File: src/rtl/irq_entry_ctrl.sv
module irq_entry_ctrl #(
  parameter int AW = 32,
  parameter int SW = 32,
  parameter int R_BIT = 15,
  parameter int GM_BIT = 16,
  parameter int I0M_BIT = 17,
  parameter int I1M_BIT = 18,
  parameter int I2M_BIT = 19,
  parameter int I3M_BIT = 20,
  parameter int EM_BIT = 21,
  parameter int MODE_LSB = 22,
  parameter int J_BIT = 28,
  parameter logic [AW-1:0] NMI_OFFSET = 'h10
) (
  input  logic          clk,
  input  logic          rst,
  input  logic          nmi_req_i,
  input  logic          int3_req_i,
  input  logic [AW-1:0] vec_base_i,
  input  logic [AW-1:0] vec_offset_i,
  input  logic [AW-1:0] resume_pc_i,
  input  logic [SW-1:0] sr_i,
  output logic [SW-1:0] sr_o,
  output logic [AW-1:0] pc_o,
  output logic          redirect_o,
  output logic [SW-1:0] nmi_rsr_o,
  output logic [AW-1:0] nmi_rar_o,
  output logic [SW-1:0] int3_rsr_o,
  output logic [AW-1:0] int3_rar_o
);
  localparam logic [2:0] MODE_NMI  = 3'b111;
  localparam logic [2:0] MODE_INT3 = 3'b101;
  localparam logic [SW-1:0] CLR_MASK =
    (SW'(1) << R_BIT) | (SW'(1) << J_BIT) | (SW'(7) << MODE_LSB);
  localparam logic [SW-1:0] NMI_SET =
    (SW'(MODE_NMI) << MODE_LSB) | (SW'(1) << EM_BIT) | (SW'(1) << GM_BIT);
  localparam logic [SW-1:0] INT3_SET =
    (SW'(MODE_INT3) << MODE_LSB) | (SW'(1) << I0M_BIT) | (SW'(1) << I1M_BIT) |
    (SW'(1) << I2M_BIT) | (SW'(1) << I3M_BIT);

  logic nmi_take, int3_take;
  logic [SW-1:0] kept_sr;

  assign nmi_take  = nmi_req_i && (sr_i[MODE_LSB +: 3] != MODE_NMI);
  assign int3_take = int3_req_i && !sr_i[GM_BIT] && !sr_i[I3M_BIT] && !nmi_take;
  assign kept_sr   = sr_i & ~CLR_MASK;

  always_ff @(posedge clk) begin
    if (rst) begin
      sr_o       <= '0;
      pc_o       <= '0;
      redirect_o <= 1'b0;
      nmi_rsr_o  <= '0;
      nmi_rar_o  <= '0;
      int3_rsr_o <= '0;
      int3_rar_o <= '0;
    end else begin
      redirect_o <= nmi_take || int3_take;
      if (nmi_take) begin
        nmi_rsr_o <= sr_i;
        nmi_rar_o <= resume_pc_i;
        sr_o      <= kept_sr | NMI_SET;
        pc_o      <= vec_base_i + NMI_OFFSET;
      end else if (int3_take) begin
        int3_rsr_o <= sr_i;
        int3_rar_o <= resume_pc_i;
        sr_o       <= kept_sr | INT3_SET;
        pc_o       <= vec_base_i + vec_offset_i;
      end else begin
        sr_o <= sr_i;
      end
    end
  end
endmodule


File: config.mk
export PLATFORM = sky130hd
export DESIGN_NAME = irq_entry_ctrl
export DESIGN_NICKNAME = d
export VERILOG_FILES = /design/src/rtl/irq_entry_ctrl.sv
export SDC_FILE = /design/constraint.sdc
export NUM_CORES = 1
export LEC_CHECK = 0
export CAP_MARGIN = 25
export CORE_MARGIN = 5
export CORE_UTILIZATION = 40
export CTS_CLUSTER_SIZE = 24
export DETAILED_ROUTE_END_ITERATION = 7
export DONT_BUFFER_PORTS = 1
export SYNTH_ARGS = -nofsm -noshare
export SYNTH_HDL_FRONTEND = slang
export SYNTH_SLANG_ARGS = --single-unit
File: constraint.sdc
create_clock -name clk -period 2.4 [get_ports clk]
set_clock_uncertainty 0.1 [all_clocks]
set_input_delay 0.12 -clock clk [delete_from_list [all_inputs] [get_ports clk]]
set_output_delay 0.12 -clock clk [all_outputs]
set_load 0.005 [all_outputs]
# After elaboration in Yosys (flattened, before gate mapping)
# Cells that the tools add are included.
[classes]
mux = 4
n_bitwise = 1
addsub = 2
n_reduce_logical = 11
n_eq_ne = 1
[op_table]
columns = ["cell", "n"]
rows = [
  ["2-to-1 mux 32 bit", 2],
  ["2-to-1 mux 25 bit", 2],
  ["adder 32 bit", 1],
  ["adder 32 x 5 -> 32 bit, second input constant", 1],
  ["logical AND 1 bit", 4],
  ["zero test 1 bit", 3],
  ["!= test 3 bit, second input constant", 1],
  ["OR reduction 3 bit", 1],
  ["AND reduction 2 bit", 1],
  ["nonzero test 2 bit", 1],
  ["logical OR 1 bit", 1],
  ["NOT 1 bit", 1],
]
[totals]
output_inout_bits = 193
inputBits = 132
register_bits = 193
elab_cells = 27

# Logic depth before layout (Yosys ltp)
# Gate-level depths: netlist of run 1.
[logic_depth]
depth_word = 6
mapped_depth = 9

# Worst setup path before layout of run 1
# OpenSTA, ideal clock, no wires.
[synth_timing]
path_type = "input port to flip-flop"
start = "in vec_base_i[0]"
end = "reg pc_o[26]"
t_arrival_ns = 2.108
t_required_ns = 2.197
setup_slack_ns = 0.089
path_buffers = 0
stages = 9
setup_ns = 0.103
cell_sequence = "ha_1 -> fa_1 -> a21o_2 -> a31o_1 -> a41oi_2 -> nand2_2 -> a21oi_4 -> xnor2_1 -> a2111oi_2"
[synth_via]
elab_chain_len = 3
elab_cells_between_ends = 4
cone_classes = "add/sub: 2; mux: 2"
[synth_lines]
columns = ["element", "line", "rtl"]
rows = [
  ["start, declared", "19", "input logic [AW-1:0] vec_base_i,"],
  ["adder 32 bit", "68", "pc_o <= vec_base_i + vec_offset_i;"],
  ["2-to-1 mux 32 bit", "64", "end else if (int3_take) begin"],
  ["2-to-1 mux 32 bit (*)", "59", "if (nmi_take) begin"],
  ["end signal, assigned", "63", "pc_o <= vec_base_i + NMI_OFFSET;"],
  ["end signal, assigned", "68", ""],
  ["end, declared", "24", "output logic [AW-1:0] pc_o,"],
]
# Every way passes the cells marked *; elsewhere a longest branch is shown, timed or not. The select of a mux whose other input is x is not followed.
# A chain may end at the register's enable or synchronous reset.

# Final worst setup path of run 1
[layout_timing]
start = "in vec_base_i[4]"
end = "reg pc_o[28]"
# The elaborated chain is that of the path after synthesis.

==> results of run 1 <==
[layer usage]
layer	vias to the layer above	global-route usage [%]	routed length, um
met5	-	0	0
met4	0	7.80	687
met3	42	5.79	2730
met2	326	38.8	14800
met1	3925	27.9	12100
li1	4010	-	-
[layout make-up]
cell class | instances | area, sq um | share of cell area [%]
clock inverters | 14 | 175 | 1.56
flip-flops and latches | 193 | 3860 | 34.5
well taps | 280 | 350 | 3.13
inverters | 16 | 60.1 | 0.536
repair buffers | 172 | 1720 | 15.3
multi-input cells | 803 | 4600 | 41.1
clock buffers | 18 | 439 | 3.92
[worst paths after layout]
check,to,slack [ns],depth (start not counted)
worst max-delay path,pc_o[28],0.18,7
worst min register to register,nmi_rar_o[27],0.38,2
worst min-delay path,pc_o[24],0.02,5
worst max register to register,pc_o[0],0.92,3
[where the power goes]
group	internal [W]	switching [W]	leakage, nW
Clock	0.00145	0.00145	0.299
Combinational	0.000555	0.000660	2.59
Sequential	0.00338	0.000163	1.59
[synthesized netlist by cell type (4+ instances only)]
| cell | n |
|---|---|
| inv_1 | 16 |
| xnor2_1 | 27 |
| clkbuf_8 | 4 |
| clkbuf_1 | 58 |
| nor3_1 | 7 |
| o221ai_1 | 4 |
| and4_1 | 7 |
| o22a_1 | 21 |
| nor2_1 | 63 |
| o211ai_1 | 6 |
| nand2_1 | 258 |
| ha_1 | 32 |
| nand3_1 | 21 |
| a311oi_1 | 6 |
| nand4_1 | 14 |
| o21ai_0 | 29 |
| buf_1 | 4 |
| nor2b_1 | 22 |
| xor2_1 | 19 |
| nor4_1 | 5 |
| a221oi_1 | 10 |
| dfxtp_1 | 193 |
| a21oi_1 | 163 |
| and3_1 | 10 |
| a211oi_1 | 10 |
| and2_1 | 5 |
[state kept, by name (all words and copies together) (netlist names)]
register,cells
int3_rar_o,32
int3_rsr_o,32
nmi_rar_o,32
nmi_rsr_o,32
pc_o,32
redirect_o,1
sr_o,32
[cell families after synthesis]
kind of cell | synth area share, %
AOI/OAI and AO/OA | 20.5
buffers and inverters | 4.41
muxes | 0.340
xor gates and xnor gates | 4.56
adders and majority gates | 4.76
and+or+nand+nor | 21.7
DFF | 43.7
[what timing repair did]
| item | CTS | global route |
|---|---|---|
| hold endpoints to repair | 191 | 0 |
| setup buffers | 0 | 0 |
| hold buffers | 146 | 0 |
| gates resized for setup | 0 | 0 |
[critical path: cells and delay by family]
| kind | cells | cell delay (ns) |
|---|---|---|
| compound gates | 2 | 0.49 |
| fa+ha+maj | 1 | 0.24 |
| buf+inv | 1 | 0.67 |
| simple gates | 3 | 0.97 |
[through the flow]
stage,worst slack (ns),instance area (sq um),setup TNS [ns],std cells
after floorplan,0.0890,8830,0,1084
after global placement,0.0248,9090,0,1317
after detailed placement,-0.00730,9120,-0.0103,1318
after CTS,0.229,11200,0,1496
after global routing,0.127,11200,0,1496
final,0.177,11200,0,1496
==> summary.md, run 1 <==
| Metric | Value |
|---|---|
| Top cells by area, synth | `dfxtp_1 44%, nand2_1 11%, a21oi_1 9.2%` |
| Maxcap violations | `0` |
| Chip Width | `159 um` |
| Ys Warns | `0` |
| Vias in the first global route | `7933` |
| Fraction of layout cells with a size suffix above 1 | `7.24%` |
| Most frequent cells in the layout | `256 x nand2_1, 193 x dfxtp_1, 163 x a21oi_1` |
| Fin crit period | `2.22 ns` |
| Chip height | `159 um` |
| Final #Nets | `1368` |
| Num rows | `54` |
| Slowest CP cell | `dlygate4sd3_1` |
| IR drop worst, VDD | `375 uV` |
| RSZ-0062 raised after global routing | `no` |
| FILL cells | `2111` |
| Worst min-delay path category | `input pin to flop` |
| Hold path startpoint | `vec_base_i[22]` |
| Avg Synthesized Cell Area | `8.15 sq um` |
| Synth cell types | `68` |
| Final ANT Viol Nets | `0` |
| Starting Density | `40.6%` |
| Syn Inst Count | `1084` |
| Die footprint | `0.0252 sq mm` |
| Area growth syn-to-layout | `26.9%` |
| WP data arrival | `2.49 ns` |
| Clk sinks | `193` |
| Startpoint types | `input pin` |
| Top cell type by total area after synthesis | `dfxtp_1` |
| Post-synth top area share | `43.7%` |
| Top Ports | `325` |
| Diodes inserted | `0` |
| Worst slew pin tran | `0.556 ns` |
| Worst hold margin | `0.0230 ns` |
| Drt via density | `5.55` |
| Largest net degree at the start of global routing | `116` |
| Final hold violations | `0` |
| Port Buffers | `0` |
| LEAKAGE | `4.48 nW` |
| # H-tree levels | `4` |
| DR pass1 iterations | `4` |
| Clk pin slew, worst setup/hold paths | `0.08 ns` |
| Critical path class | `input pin to flop` |
| Root Buffer | `clkbuf_16` |
| Share of flip-flops with an asynchronous set or reset | `0%` |
| Run status | `finished clean` |
| Placer Congestion | `0.887` |
| Crit end category | `flop` |
| Total GRT Usage | `22.8%` |
| Final setup vio count | `0` |
| CP max FO | `6` |
| Total Wirelength | `30300 um` |
| Tot Pwr | `0.00766 W` |
| Util after Layout | `51.5%` |
| First-pass GRT wire length | `45100 um` |
| Total grt overflow | `0` |
| Slew HR | `62.9%` |
| Final period utilization | `92.6%` |
| Achievable Freq | `450 MHz` |
| DPL Wire Length | `20200 um` |
| Pwr/cell area | `684 mW/mm^2` |
| Setup crit start | `vec_base_i[4]` |
| Synthesized flop and latch total | `193` |
| Max Slew Vio Count | `0` |
| DRC Markers | `0` |
| Clock tree buffer depth | `2` |
| CP required | `2.67 ns` |
| Initial antenna violation count | `0` |
| CTS tree | `yes` |
| Sequential cell area fraction in the yosys report | `43.7%` |
| Worst flop-to-flop path startpoint | `pc_o[0]` |
| DRT iter0 DRCs | `527` |
| Total number of vias | `8303` |
| EDFF count, synth | `0` |
| Worst-Skew Late Latency | `0.42 ns` |
| Max incr delay on CP | `0.67 ns` |
| Critical-path cell list | `dlygate4sd3_1 -> ha_1 -> and4_1 -> nand3_1 -> or3_1 -> a311oi_1 -> o311a_1` |
| Mapped Nets | `1249` |
| Core region area | `0.0218 sq mm` |
| Synth Flop Type | `dfxtp_1` |
| Most common cell after layout, fill and taps aside | `nand2_1` |
| TritonCTS buffer count | `17` |
| Netlist Area Pre-Place | `0.00883 sq mm` |
| WL/cell | `20.2 um` |
Power figures use the tool's default switching activity.
==> run 2, diff against run 1 <==
--- a/config.mk
+++ b/config.mk
@@ -11,6 +11,7 @@
 export CTS_CLUSTER_SIZE = 24
 export DETAILED_ROUTE_END_ITERATION = 7
 export DONT_BUFFER_PORTS = 1
+export PLACE_DENSITY = 0.54
 export SYNTH_ARGS = -nofsm -noshare
 export SYNTH_HDL_FRONTEND = slang
 export SYNTH_SLANG_ARGS = --single-unit
==> constraint.sdc (replaced) <==
create_clock -name clk -period 2.2 [get_ports clk]
set_clock_uncertainty 0.1 [all_clocks]
set_input_delay 0.11 -clock clk [delete_from_list [all_inputs] [get_ports clk]]
set_output_delay 0.11 -clock clk [all_outputs]
set_load 0.005 [all_outputs]
==> summary.md, run 2 (synthesis results as in run 1) <==
| Metric | Value |
|---|---|
| Total grt overflow | `0` |
| Initial antenna violation count | `0` |
| Max incr delay on CP | `0.64 ns` |
| CP max FO | `4` |
| Most common cell after layout, fill and taps aside | `nand2_1` |
| Starting Density | `40.6%` |
| Final ANT Viol Nets | `0` |
| Final hold violations | `0` |
| Switching pwr | `0.00258 W` |
| Switching Share | `30.4%` |
| WP data arrival | `2.37 ns` |
| Slew HR | `61.4%` |
| Area growth syn-to-layout | `30.0%` |
| Diodes inserted | `0` |
| TritonCTS buffer count | `17` |
| Design Area, Final | `0.0115 sq mm` |
| Maxcap violations | `0` |
| Clock share of power | `38.1%` |
| Chip height | `159 um` |
| Register area | `0.00386 sq mm` |
| Core region area | `0.0218 sq mm` |
| Run status | `finished clean` |
| Internal | `0.00593 W` |
| Final period utilization | `96.4%` |
| Post-CTS Setup Bufs | `0` |
| Most frequent cells in the layout | `256 x nand2_1, 193 x dfxtp_1, 163 x a21oi_1` |
| Worst-Skew Late Latency | `0.44 ns` |
| Comb pwr share | `16.4%` |
| Worst min-delay path category | `input pin to flop` |
| DPL Wire Length | `20800 um` |
| DR pass1 iterations | `4` |
| Drt via density | `5.45` |
| Crit end category | `flop` |
| Worst slew pin tran | `0.579 ns` |
| Total Wirelength | `30900 um` |
| Startpoint types | `input pin` |
| DRC Markers | `0` |
| Pwr/cell area | `741 mW/mm^2` |
| Final setup vio count | `0` |
| CTS tree | `yes` |
| CP required | `2.45 ns` |
| Critical-path cell list | `dlygate4sd3_1 -> ha_1 -> buf_4 -> and3_1 -> nand2_1 -> xor2_1 -> dlygate4sd3_1 -> a221oi_1` |
| Footprint of the multi-input gates | `0.00460 sq mm` |
| IR drop worst, VDD | `592 uV` |
| Largest net degree at the start of global routing | `105` |
| DRT iter0 DRCs | `495` |
| Power share of the sequential group | `45.5%` |
| Total GRT Usage | `23.4%` |
| Vias in the first global route | `8133` |
| Critical path class | `input pin to flop` |
| Clock tree buffer depth | `2` |
| Die footprint | `0.0252 sq mm` |
| Fin crit period | `2.12 ns` |
| Chip Width | `159 um` |
| Num rows | `54` |
| Final #Nets | `1401` |
| Fraction of layout cells with a size suffix above 1 | `9.69%` |
| Slowest CP cell | `dlygate4sd3_1` |
| Post-CTS sizing | `0` |
| Port Buffers | `0` |
| Top Ports | `325` |
| Placed standard-cell area | `0.00937 sq mm` |
| Max Slew Vio Count | `0` |
| First-pass GRT wire length | `46200 um` |
| Crit-path most repeated cell | `dlygate4sd3_1` |
| Clk sinks | `193` |
| Clk pin slew, worst setup/hold paths | `0.08 ns` |
| Placer Congestion | `0.881` |
| RSZ-0062 raised after global routing | `no` |
| Total number of vias | `8330` |
| LEAKAGE | `4.67 nW` |
| # H-tree levels | `4` |
| WL/cell | `20.2 um` |
| Util after Layout | `52.8%` |
| Root Buffer | `clkbuf_16` |
| Achievable Freq | `472 MHz` |
| FILL cells | `2095` |
## run 2: changes by cell type in the layout (fill, tap and decap cells not counted), sizes merged
cell,change
buf,+32
clkinv,+1
clkbuf,-1
dlygate4sd3,+1
## run 2: timing repair
item | in CTS | in global routing
endpoints found under the setup margin | 0 | 0
hold buffers | 147 | 0
endpoints found under the hold margin | 191 | 0
## run 2: final timing paths
path / startpoint / endpoint / slack, ns / cells past startpoint
max reg2reg: pc_o[0] / pc_o[0] / 0.78 / 3
min reg2reg: int3_rar_o[6] / int3_rar_o[6] / 0.38 / 2
max: vec_base_i[4] / pc_o[12] / 0.08 / 8
min: vec_base_i[27] / pc_o[27] / 0.01 / 3
## run 2: final cells by class
| cell class | instances | share of cell area, % |
|---|---|---|
| clock buffer | 17 | 3.70 |
| clock inverter | 15 | 1.74 |
| inverter | 16 | 0.523 |
| multi-input combinational | 803 | 40.1 |
| sequential | 193 | 33.6 |
| tap | 280 | 3.05 |
| timing repair buffer | 205 | 17.3 |
## run 2: critical path, delay by kind of cell
family	cells	cell delay (ns)
buffers and inverters	3	1.36
xor gates and xnor gates	1	0.14
and+or+nand+nor	2	0.25
AOI/OAI and AO/OA	1	0.27
adders and majority gates	1	0.23
## run 2: layer usage
| metal | track usage, % | vias up | share of wire, % |
|---|---|---|---|
| met4 | 6.95 | 0 | 2.1 |
| met3 | 6.09 | 45 | 8.2 |
| met2 | 40.6 | 282 | 49 |
| met1 | 28.4 | 3928 | 41 |
| met5 | 0 | - | 0 |
| li1 | - | 4075 | - |
## run 2: power groups by stage
stage                     sequential, W  clock [W]  combinational [W]
after floorplan                 0.00388          0           0.000845
after global placement          0.00396          0            0.00111
after detailed placement        0.00396          0            0.00112
after CTS                       0.00387    0.00331            0.00139
after global routing            0.00389    0.00347            0.00154
final                           0.00387    0.00325            0.00140
## run 2: metrics by stage
stage	TNS, ns	instances	total power, W	setup slack (ns)	hold WS, ns
after floorplan	0	1084	0.00472	0.0173	0.110
final	0	1529	0.00851	0.0802	0.0110
after global routing	0	1529	0.00890	0.0248	0.00406
after CTS	0	1529	0.00857	0.0904	0.00680
after global placement	-0.456	1349	0.00507	-0.123	0.0952
after detailed placement	-0.812	1350	0.00508	-0.232	0.0999
